`src/rtl/gpio_dual_port_ctl.sv`:
```
module gpio_dual_port_ctl #(
  parameter int AW = 8,
  parameter logic [AW-1:0] ADDR_DATA_A = 'h00,
  parameter logic [AW-1:0] ADDR_DIR_A  = 'h01,
  parameter logic [AW-1:0] ADDR_DATA_B = 'h02,
  parameter logic [AW-1:0] ADDR_DIR_B  = 'h03,
  parameter logic [AW-1:0] ADDR_DRV    = 'h15,
  parameter logic [AW-1:0] ADDR_PULL   = 'h16,
  parameter logic [AW-1:0] ADDR_LVL    = 'h17
) (
  input  logic          clk,
  input  logic          rst_n,
  input  logic          bus_sel,
  input  logic          bus_wr,
  input  logic [AW-1:0] bus_addr,
  input  logic [7:0]    bus_wdata,
  output logic [7:0]    bus_rdata,
  input  logic [7:0]    pin_in_a,
  input  logic [7:0]    pin_in_b,
  output logic [7:0]    oe_a,
  output logic [7:0]    oe_b,
  output logic [7:0]    dout_a,
  output logic [7:0]    dout_b,
  output logic [7:0]    pu_a,
  output logic [7:0]    pu_b,
  output logic [7:0]    drv_a,
  output logic [7:0]    drv_b,
  output logic [7:0]    ttl_a,
  output logic [7:0]    ttl_b
);

  logic [7:0] lat_a, lat_b, dir_a, dir_b, drv_q, pull_q;
  logic [2:0] lvl_q;
  logic [7:0] s1_a, s2_a, s1_b, s2_b;

  wire wr = bus_sel & bus_wr;

  always_ff @(posedge clk or negedge rst_n) begin
    if (!rst_n) begin
      lat_a <= '0; lat_b <= '0; dir_a <= '0; dir_b <= '0;
      drv_q <= '0; pull_q <= '0; lvl_q <= '0;
    end else if (wr) begin
      case (bus_addr)
        ADDR_DATA_A: lat_a  <= bus_wdata;
        ADDR_DIR_A:  dir_a  <= bus_wdata;
        ADDR_DATA_B: lat_b  <= bus_wdata;
        ADDR_DIR_B:  dir_b  <= bus_wdata;
        ADDR_DRV:    drv_q  <= bus_wdata;
        ADDR_PULL:   pull_q <= bus_wdata;
        ADDR_LVL:    lvl_q  <= bus_wdata[2:0];
        default: ;
      endcase
    end
  end

  always_ff @(posedge clk or negedge rst_n) begin
    if (!rst_n) begin
      s1_a <= '0; s2_a <= '0; s1_b <= '0; s2_b <= '0;
    end else begin
      s1_a <= pin_in_a; s2_a <= s1_a;
      s1_b <= pin_in_b; s2_b <= s1_b;
    end
  end

  function automatic logic [7:0] grp_a(input logic [7:0] g);
    return {{5{g[2]}}, {2{g[1]}}, g[0]};
  endfunction

  function automatic logic [7:0] grp_b(input logic [7:0] g);
    return {{2{g[7]}}, {2{g[6]}}, g[5], {2{g[4]}}, g[3]};
  endfunction

  assign oe_a   = dir_a;
  assign oe_b   = dir_b;
  assign dout_a = lat_a;
  assign dout_b = lat_b;
  assign pu_a   = grp_a(pull_q) & ~dir_a;
  assign pu_b   = grp_b(pull_q) & ~dir_b;
  assign drv_a  = grp_a(drv_q);
  assign drv_b  = grp_b(drv_q);
  assign ttl_a  = {4'b0, lvl_q[2], lvl_q[2], 1'b0, lvl_q[2]};
  assign ttl_b  = {lvl_q[0], lvl_q[1], 6'b0};

  always_comb begin
    case (bus_addr)
      ADDR_DATA_A: bus_rdata = (dir_a & lat_a) | (~dir_a & s2_a);
      ADDR_DIR_A:  bus_rdata = dir_a;
      ADDR_DATA_B: bus_rdata = (dir_b & lat_b) | (~dir_b & s2_b);
      ADDR_DIR_B:  bus_rdata = dir_b;
      ADDR_DRV:    bus_rdata = drv_q;
      ADDR_PULL:   bus_rdata = pull_q;
      ADDR_LVL:    bus_rdata = {5'b0, lvl_q};
      default:     bus_rdata = 8'h00;
    endcase
  end


  pu_off_when_driven_chk: assert property (@(posedge clk) disable iff (!rst_n)
    ((pu_a & oe_a) == 8'h00) && ((pu_b & oe_b) == 8'h00));


  lvl_unused_zero_chk: assert property (@(posedge clk) disable iff (!rst_n)
    (bus_sel && !bus_wr && bus_addr == ADDR_LVL) |-> (bus_rdata[7:3] == 5'b0));


  dir_wr_keeps_latch_chk: assert property (@(posedge clk) disable iff (!rst_n)
    (wr && (bus_addr == ADDR_DIR_A || bus_addr == ADDR_DIR_B))
      |=> ($stable(dout_a) && $stable(dout_b)));


  data_wr_keeps_oe_chk: assert property (@(posedge clk) disable iff (!rst_n)
    (wr && (bus_addr == ADDR_DATA_A || bus_addr == ADDR_DATA_B))
      |=> ($stable(oe_a) && $stable(oe_b)));


  drv_ignores_dir_chk: assert property (@(posedge clk) disable iff (!rst_n)
    (wr && (bus_addr == ADDR_DIR_A || bus_addr == ADDR_DIR_B))
      |=> ($stable(drv_a) && $stable(drv_b)));

endmodule

```
`config.mk`:
```
export PLATFORM = sky130hd
export DESIGN_NAME = gpio_dual_port_ctl
export DESIGN_NICKNAME = d
export VERILOG_FILES = /design/src/rtl/gpio_dual_port_ctl.sv
export SDC_FILE = /design/constraint.sdc
export NUM_CORES = 1
export LEC_CHECK = 0
export ABC_AREA = 1
export BUFFER_PORTS_ARGS = -buffer_cell sky130_fd_sc_hd__clkbuf_2
export CAP_MARGIN = 30
export CORE_MARGIN = 2
export CORE_UTILIZATION = 30
export DETAILED_ROUTE_END_ITERATION = 6
export GPL_ROUTABILITY_DRIVEN = 0
export PLACE_DENSITY = 0.58
export REMOVE_ABC_BUFFERS = 1
export SYNTH_ARGS = -nofsm -noshare
export SYNTH_HDL_FRONTEND = slang
export SYNTH_SLANG_ARGS = --single-unit
export TNS_END_PERCENT = 1
```
`constraint.sdc`:
```
create_clock -name clk -period 1.16 [get_ports clk]
set_input_delay 0.232 -clock clk [delete_from_list [all_inputs] [get_ports clk]]
set_output_delay 0.232 -clock clk [all_outputs]
set_load 0.01 [all_outputs]
```
==> qor.yml, run 1 <==
pre_cts_ws_ns: -0.331
drive_gt1_share_pct: 40.1
grt_pass1_wl_um: 18400
met1_length_um: 5250
rr_startpoint: "oe_b[5]$_DFFE_PN0P_"
grt_overflow: 0
async_reset_ff_share_pct: 100
antenna_cells: 0
hp-class: "in2reg"
first_global_vias: 3574
wl_um: 11400
max_freq_ghz: 0.618
grt_max_degree: 54
required_ns: 0.93
ys_warn_count: 0
worst_slack_ns: -0.459
wl_per_cell_um: 13.6
maxCapViolations: 0
via_per_inst: 4.33
syn_area_per_cell_um2: 8.50
status: "finished with violations"
antenna_found_initial: 0
yosysTopAreaCell: "dfrtp_1"
syn_inst: 464
grt_usage_pct: 16.7
violations: "setup timing"
portBuffers: 112
min_from: "bus_wdata[0]"
highest_layer: "met4"
layout.nets: 695
wl_met2_um: 5360
rsz0062_at_grt: "yes"
crit_path_max_fanout: 2
core_area_um2: 12700
crit_path_start: "oe_a[5]$_DFFE_PN0P_"
hold_viol: 0
drt_iter0_drc: 207
cts-buffers-inserted: 9
clockRootBuffer: "clkbuf_16"
vdd_drop_max_mv: 0.794
whs_ns: 0.219
area_growth_syn_to_layout_pct: 49.5
min_period_over_period_pct: 140
initial_core_util_pct: 31.0
die_w_um: 119
worstSkewPairLatency_ns: 0.34
synth_edf_count: 0
cp-start-kind: "flip-flop"
drtAntennaViolNets: 0
synth.cell_area_um2: 3950
cts_tree: "done"
synth_seq_cells: 83
boundaryPins: 124
p_total_mw: 6.74
tns_ns: -9.37
fin_util_pct: 46.4
period_needed_ns: 1.62
dieArea_um2: 14100
dp.cells: 798
synth_ff_type: "dfrtp_1"
die_h_um: 119
placed_area_um2: 5140
clkSlewWorstSetupHoldPaths_ns: 0.06
worst_ep_arrival_time_ns: 1.39
p_leak_nw: 3.28
rows: 41
met3_length_um: 721
vias: 3624
maxSlewViolCount: 0
cts.sinks: 83
netlist_top_cells_count: "135 x nand2_1, 83 x dfrtp_1, 51 x nor2_1"
cp-end-kind: "output port"
drt_pass1_iterations: 4
layout.cells.non_filler: 836
final_area_um2: 5900
synth_top_area_share_pct: 52.6
ys_seq_area_share_pct: 52.6
drc: 0
p_per_area_nw_per_um2: 1140
synth_cell_type_count: 22
hpwlAfterDp_um: 8630
cts_buffer_depth: 2
cts_max_level: 3
clock_skew_ns: 0.000742
setup_viol: 73
yosysMostFrequentCell: "nand2_1"
netlist_top_cells_area: "dfrtp_1 53%, nand2_1 13%, o21ai_0 6.0%"
path_class: "reg2out"
[final timing paths]
path	slack (ns)	endpoint	cells past startpoint
setup / recovery	-0.46	bus_rdata[5]	6
hold / removal	0.22	dout_b[0]$_DFFE_PN0P_	3
setup reg to reg	0.28	oe_b[5]$_DFFE_PN0P_	4
hold reg to reg	0.35	s2_b[1]$_DFF_PN0_	0
max in group asynchronous	0.37	drv_q[1]$_DFFE_PN0P_	3
min in group asynchronous	0.27	oe_b[2]$_DFFE_PN0P_	2
[where the power goes]
group	leakage, nW	switching (mW)	total (mW)	internal, mW
registers	0.954	0.0723	3.09	3.02
logic	2.18	0.464	0.857	0.393
clock network	0.141	1.16	2.79	1.64
[worst max-delay path: stages (launching register included)]
cell,delay (ns)
dfrtp_1,0.39
or2_4,0.23
o21ai_2,0.05
nor2_1,0.05
nor2_1,0.10
nand2_1,0.08
buf_2,0.14
[metal layers]
layer	track usage (%)	vias up
li1	-	1811
met5	0	-
met1	23.1	1674
met4	3.87	0
met2	26.4	135
met3	4.05	4
[layout make-up]
cell class | instances | area, um^2
clock buffers | 12 | 267
clock inverters | 4 | 32.5
fillers | 1225 | 6820
inverters | 43 | 164
multi-input cells | 318 | 1620
flip-flops and latches | 83 | 2080
well taps | 172 | 215
repair buffers | 204 | 1530
[cells by family (layout without fill, tap and decap cells)]
logic type,Yosys count,after routing,synth area share (%)
other,1,11,0.0951
buffers and inverters,73,263,10.0
AND/OR/NAND/NOR,251,251,29.7
AO/OA/AOI/OAI,56,56,7.55
flip-flops,83,83,52.6
[repair_timing]
item                                   CTS  global route
pin swaps                               17             9
gates resized for setup                 53            44
hold buffers                            16             1
endpoints found under the hold margin   45             1
setup endpoints to repair               73           106
buffers inserted                         4             1
[layout by cell type, fill, tap and decap left out, drive strengths merged]
cell and n:
nand2 148, clkbuf 105, buf 94, dfrtp 83
nor2 63, o21ai 55, inv 44, nand3 36
dlygate4sd3 17, conb 11, or2 4, clkinvlp 2
a21boi 1, clkinv 1
No activity file was read; power rests on OpenSTA's default activity.
==> inputs of run 2 (changes only) <==
ABC_AREA = unset   (was 1)
==> qor.yml, run 2 <==
initial_core_util_pct: 31.0  # about the same
worst_ep_arrival_time_ns: 1.72  # was 1.39 ns
period_needed_ns: 1.95  # was 1.62 ns
cts_max_level: 3  # unchanged
async_reset_ff_share_pct: 100  # unchanged
ys_seq_area_share_pct: 55.6  # was 52.6%
area_growth_syn_to_layout_pct: 61.5  # was 49.5%
max_freq_ghz: 0.513  # was 0.618 GHz
hpwlAfterDp_um: 8430  # was 8630 um
layout.cells.non_filler: 673  # was 836
grt_overflow: 0  # unchanged
grt_usage_pct: 17.3  # was 16.7%
yosysMostFrequentCell: "dfrtp_1"  # was nand2_1
antenna_found_initial: 0  # unchanged
drtAntennaViolNets: 0  # unchanged
synth_ff_type: "dfrtp_1"  # unchanged
violations: "setup timing"  # unchanged
drc: 0  # unchanged
yosysTopAreaCell: "dfrtp_1"  # unchanged
slowest_delay_ns: 0.57  # was 0.39 ns
path_class: "in2out"  # was reg2out
clkSlewWorstSetupHoldPaths_ns: 0.06  # about the same
p_leak_nw: 3.11  # was 3.28 nW
required_ns: 0.93  # about the same
layout.nets: 537  # was 695
cts_tree: "done"  # unchanged
netlist_top_cells_area: "dfrtp_1 56%, mux2_2 12%, mux2_4 6.4%"  # was dfrtp_1 53%, nand2_1 13%, o21ai_0 6.0%
cts-buffers-inserted: 9  # unchanged
maxSlewViolCount: 0  # unchanged
first_global_vias: 3140  # was 3574
vias: 3011  # was 3624
wl_um: 11300  # was 11400 um
dieArea_um2: 13400  # was 14100 um^2
ys_warn_count: 0  # unchanged
worstSkewPairLatency_ns: 0.33  # was 0.34 ns
grt_max_degree: 84  # was 54
core_area_um2: 12100  # was 12700 um^2
vdd_drop_max_mv: 0.560  # was 0.794 mV
tns_ns: -32.58  # was -9.37 ns
cp-end-kind: "output port"  # unchanged
rr_startpoint: "oe_a[7]$_DFFE_PN0P_"  # was oe_b[5]$_DFFE_PN0P_
setup_viol: 126  # was 73
clockRootBuffer: "clkbuf_16"  # unchanged
crit_chain: "buf_6 -> or4_4 -> nor3_4 -> a22oi_2 -> o221ai_2 -> buf_2"  # was or2_4 -> o21ai_2 -> nor2_1 -> nor2_1 -> nand2_1 -> buf_2
drive_gt1_share_pct: 63.4  # was 40.1%
wl_per_cell_um: 16.8  # was 13.6 um
cp-start-kind: "input port"  # was flip-flop
min_from: "bus_wdata[3]"  # was bus_wdata[0]
crit_path_start: "bus_addr[3]"  # was oe_a[5]$_DFFE_PN0P_
synth_edf_count: 0  # unchanged
netlist_top_cells_count: "83 x dfrtp_1, 39 x mux2_2, 21 x buf_4"  # was 135 x nand2_1, 83 x dfrtp_1, 51 x nor2_1
final_common_cell: "clkbuf_2"  # was nand2_1
crit_path_max_fanout: 5  # was 2
die_w_um: 116  # was 119 um
via_per_inst: 4.47  # was 4.33
boundaryPins: 124  # unchanged
grt_pass1_wl_um: 17200  # was 18400 um
synth_cell_type_count: 48  # was 22
die_h_um: 116  # was 119 um
cpMaxStageDelayCell: "or4_4"  # was dfrtp_1
hold_viol: 0  # unchanged
dp.cells: 641  # was 798
cts_buffer_depth: 2  # unchanged
layout_common_cells: "90 x clkbuf_2, 81 x dfrtp_1, 59 x buf_4"  # was 133 x nand2_1, 93 x clkbuf_2, 81 x dfrtp_1
hp-class: "in2reg"  # unchanged
synth_seq_cells: 83  # unchanged
maxCapViolations: 0  # unchanged
synth_top_area_share_pct: 55.6  # was 52.6%
portBuffers: 112  # unchanged
status: "finished with violations"  # unchanged
placed_area_um2: 5150  # was 5140 um^2
worst_slack_ns: -0.789  # was -0.459 ns
rows: 40  # was 41
final_area_um2: 6030  # was 5900 um^2
clock_skew_ns: 0.000631  # was 0.000742 ns
min_period_over_period_pct: 168  # was 140%
drt_pass1_iterations: 4  # unchanged
drt_iter0_drc: 138  # was 207
syn_inst: 274  # was 464
syn_area_per_cell_um2: 13.6  # was 8.50 um^2
cts.sinks: 83  # unchanged
antenna_cells: 0  # unchanged
rsz0062_at_grt: "yes"  # unchanged
pre_cts_ws_ns: -0.900  # was -0.331 ns
p_per_area_nw_per_um2: 1140  # about the same
synth.cell_area_um2: 3740  # was 3950 um^2
-- run 2: changes by cell type in the layout (fill, tap and decap cells not counted), moves of 9 or more --
cell / previous run / this run
mux2_4: 0 / 31
nand2_2: 9 / 0
nor2_1: 37 / 9
nor2b_1: 0 / 11
o21ai_0: 43 / 1
inv_1: 36 / 3
nand2_1: 133 / 7
mux2_2: 0 / 25
mux2i_1: 0 / 9
nor2_4: 15 / 2
buf_6: 34 / 53
nand3_1: 35 / 1
buf_4: 41 / 59
-- run 2: layer usage --
metal / vias to the layer above / global-route usage, % / part of all wire [%]
met2: 110 / 26.7 / 47
met1: 1469 / 23.2 / 44
met3: 11 / 5.54 / 7.3
li1: 1421 / - / -
met5: - / 0 / 0
met4: 0 / 5.86 / 1.1
-- run 2: cell type report --
class	instances	area [um^2]
Inverter	3	11.3
Multi-Input combinational cell	170	1670
Fill cell	1083	6030
Sequential cell	83	2080
Timing Repair Buffer	234	1750
Clock inverter	5	77.6
Tap cell	168	210
Clock buffer	10	239
-- run 2: final timing paths --
kind,slack [ns],depth (start not counted),end
min in group asynchronous,0.45,3,oe_b[4]$_DFFE_PN0P_
worst min register to register,0.35,0,s2_a[6]$_DFF_PN0_
worst max register to register,0.17,3,oe_a[7]$_DFFE_PN0P_
worst max-delay path,-0.79,6,bus_rdata[3]
worst min-delay path,0.23,2,dout_a[3]$_DFFE_PN0P_
max in group asynchronous,0.30,3,pull_q[1]$_DFFE_PN0P_
-- run 2: where the power goes --
group	internal, mW	leakage, nW	total [mW]	switching [mW]
sequential	3.00	1.08	3.06	0.0589
clock	1.92	0.154	3.02	1.09
combinational	0.412	1.88	0.794	0.382
-- run 2: logic make-up after synthesis --
kind of cell,synth area share (%)
flops,55.6
mux,20.9
simple gates,10.1
compound gates,7.60
buf+inv,5.69
other cells,0.100
-- run 2: critical path, delay by kind of cell --
kind / cells / cell delay, ns
AND/OR/NAND/NOR: 2 / 0.90
buffers and inverters: 2 / 0.25
AO/OA/AOI/OAI: 2 / 0.33
-- run 2: repair_timing --
action,in CTS,in global routing
gates resized for setup,67,52
pin swaps,4,6
hold buffers,15,2
buffers inserted,1,0
hold endpoints to repair,97,2
setup endpoints to repair,126,128
-- run 2: metrics by stage --
step	hold WS [ns]	utilization (%)	power [mW]
after floorplan	-0.0636	-	3.32
final	0.227	50.0	6.87
after detailed placement	0.303	42.7	3.79
after global routing	0.233	50.0	7.17
after global placement	0.299	42.7	3.78
after CTS	0.00219	48.6	6.92
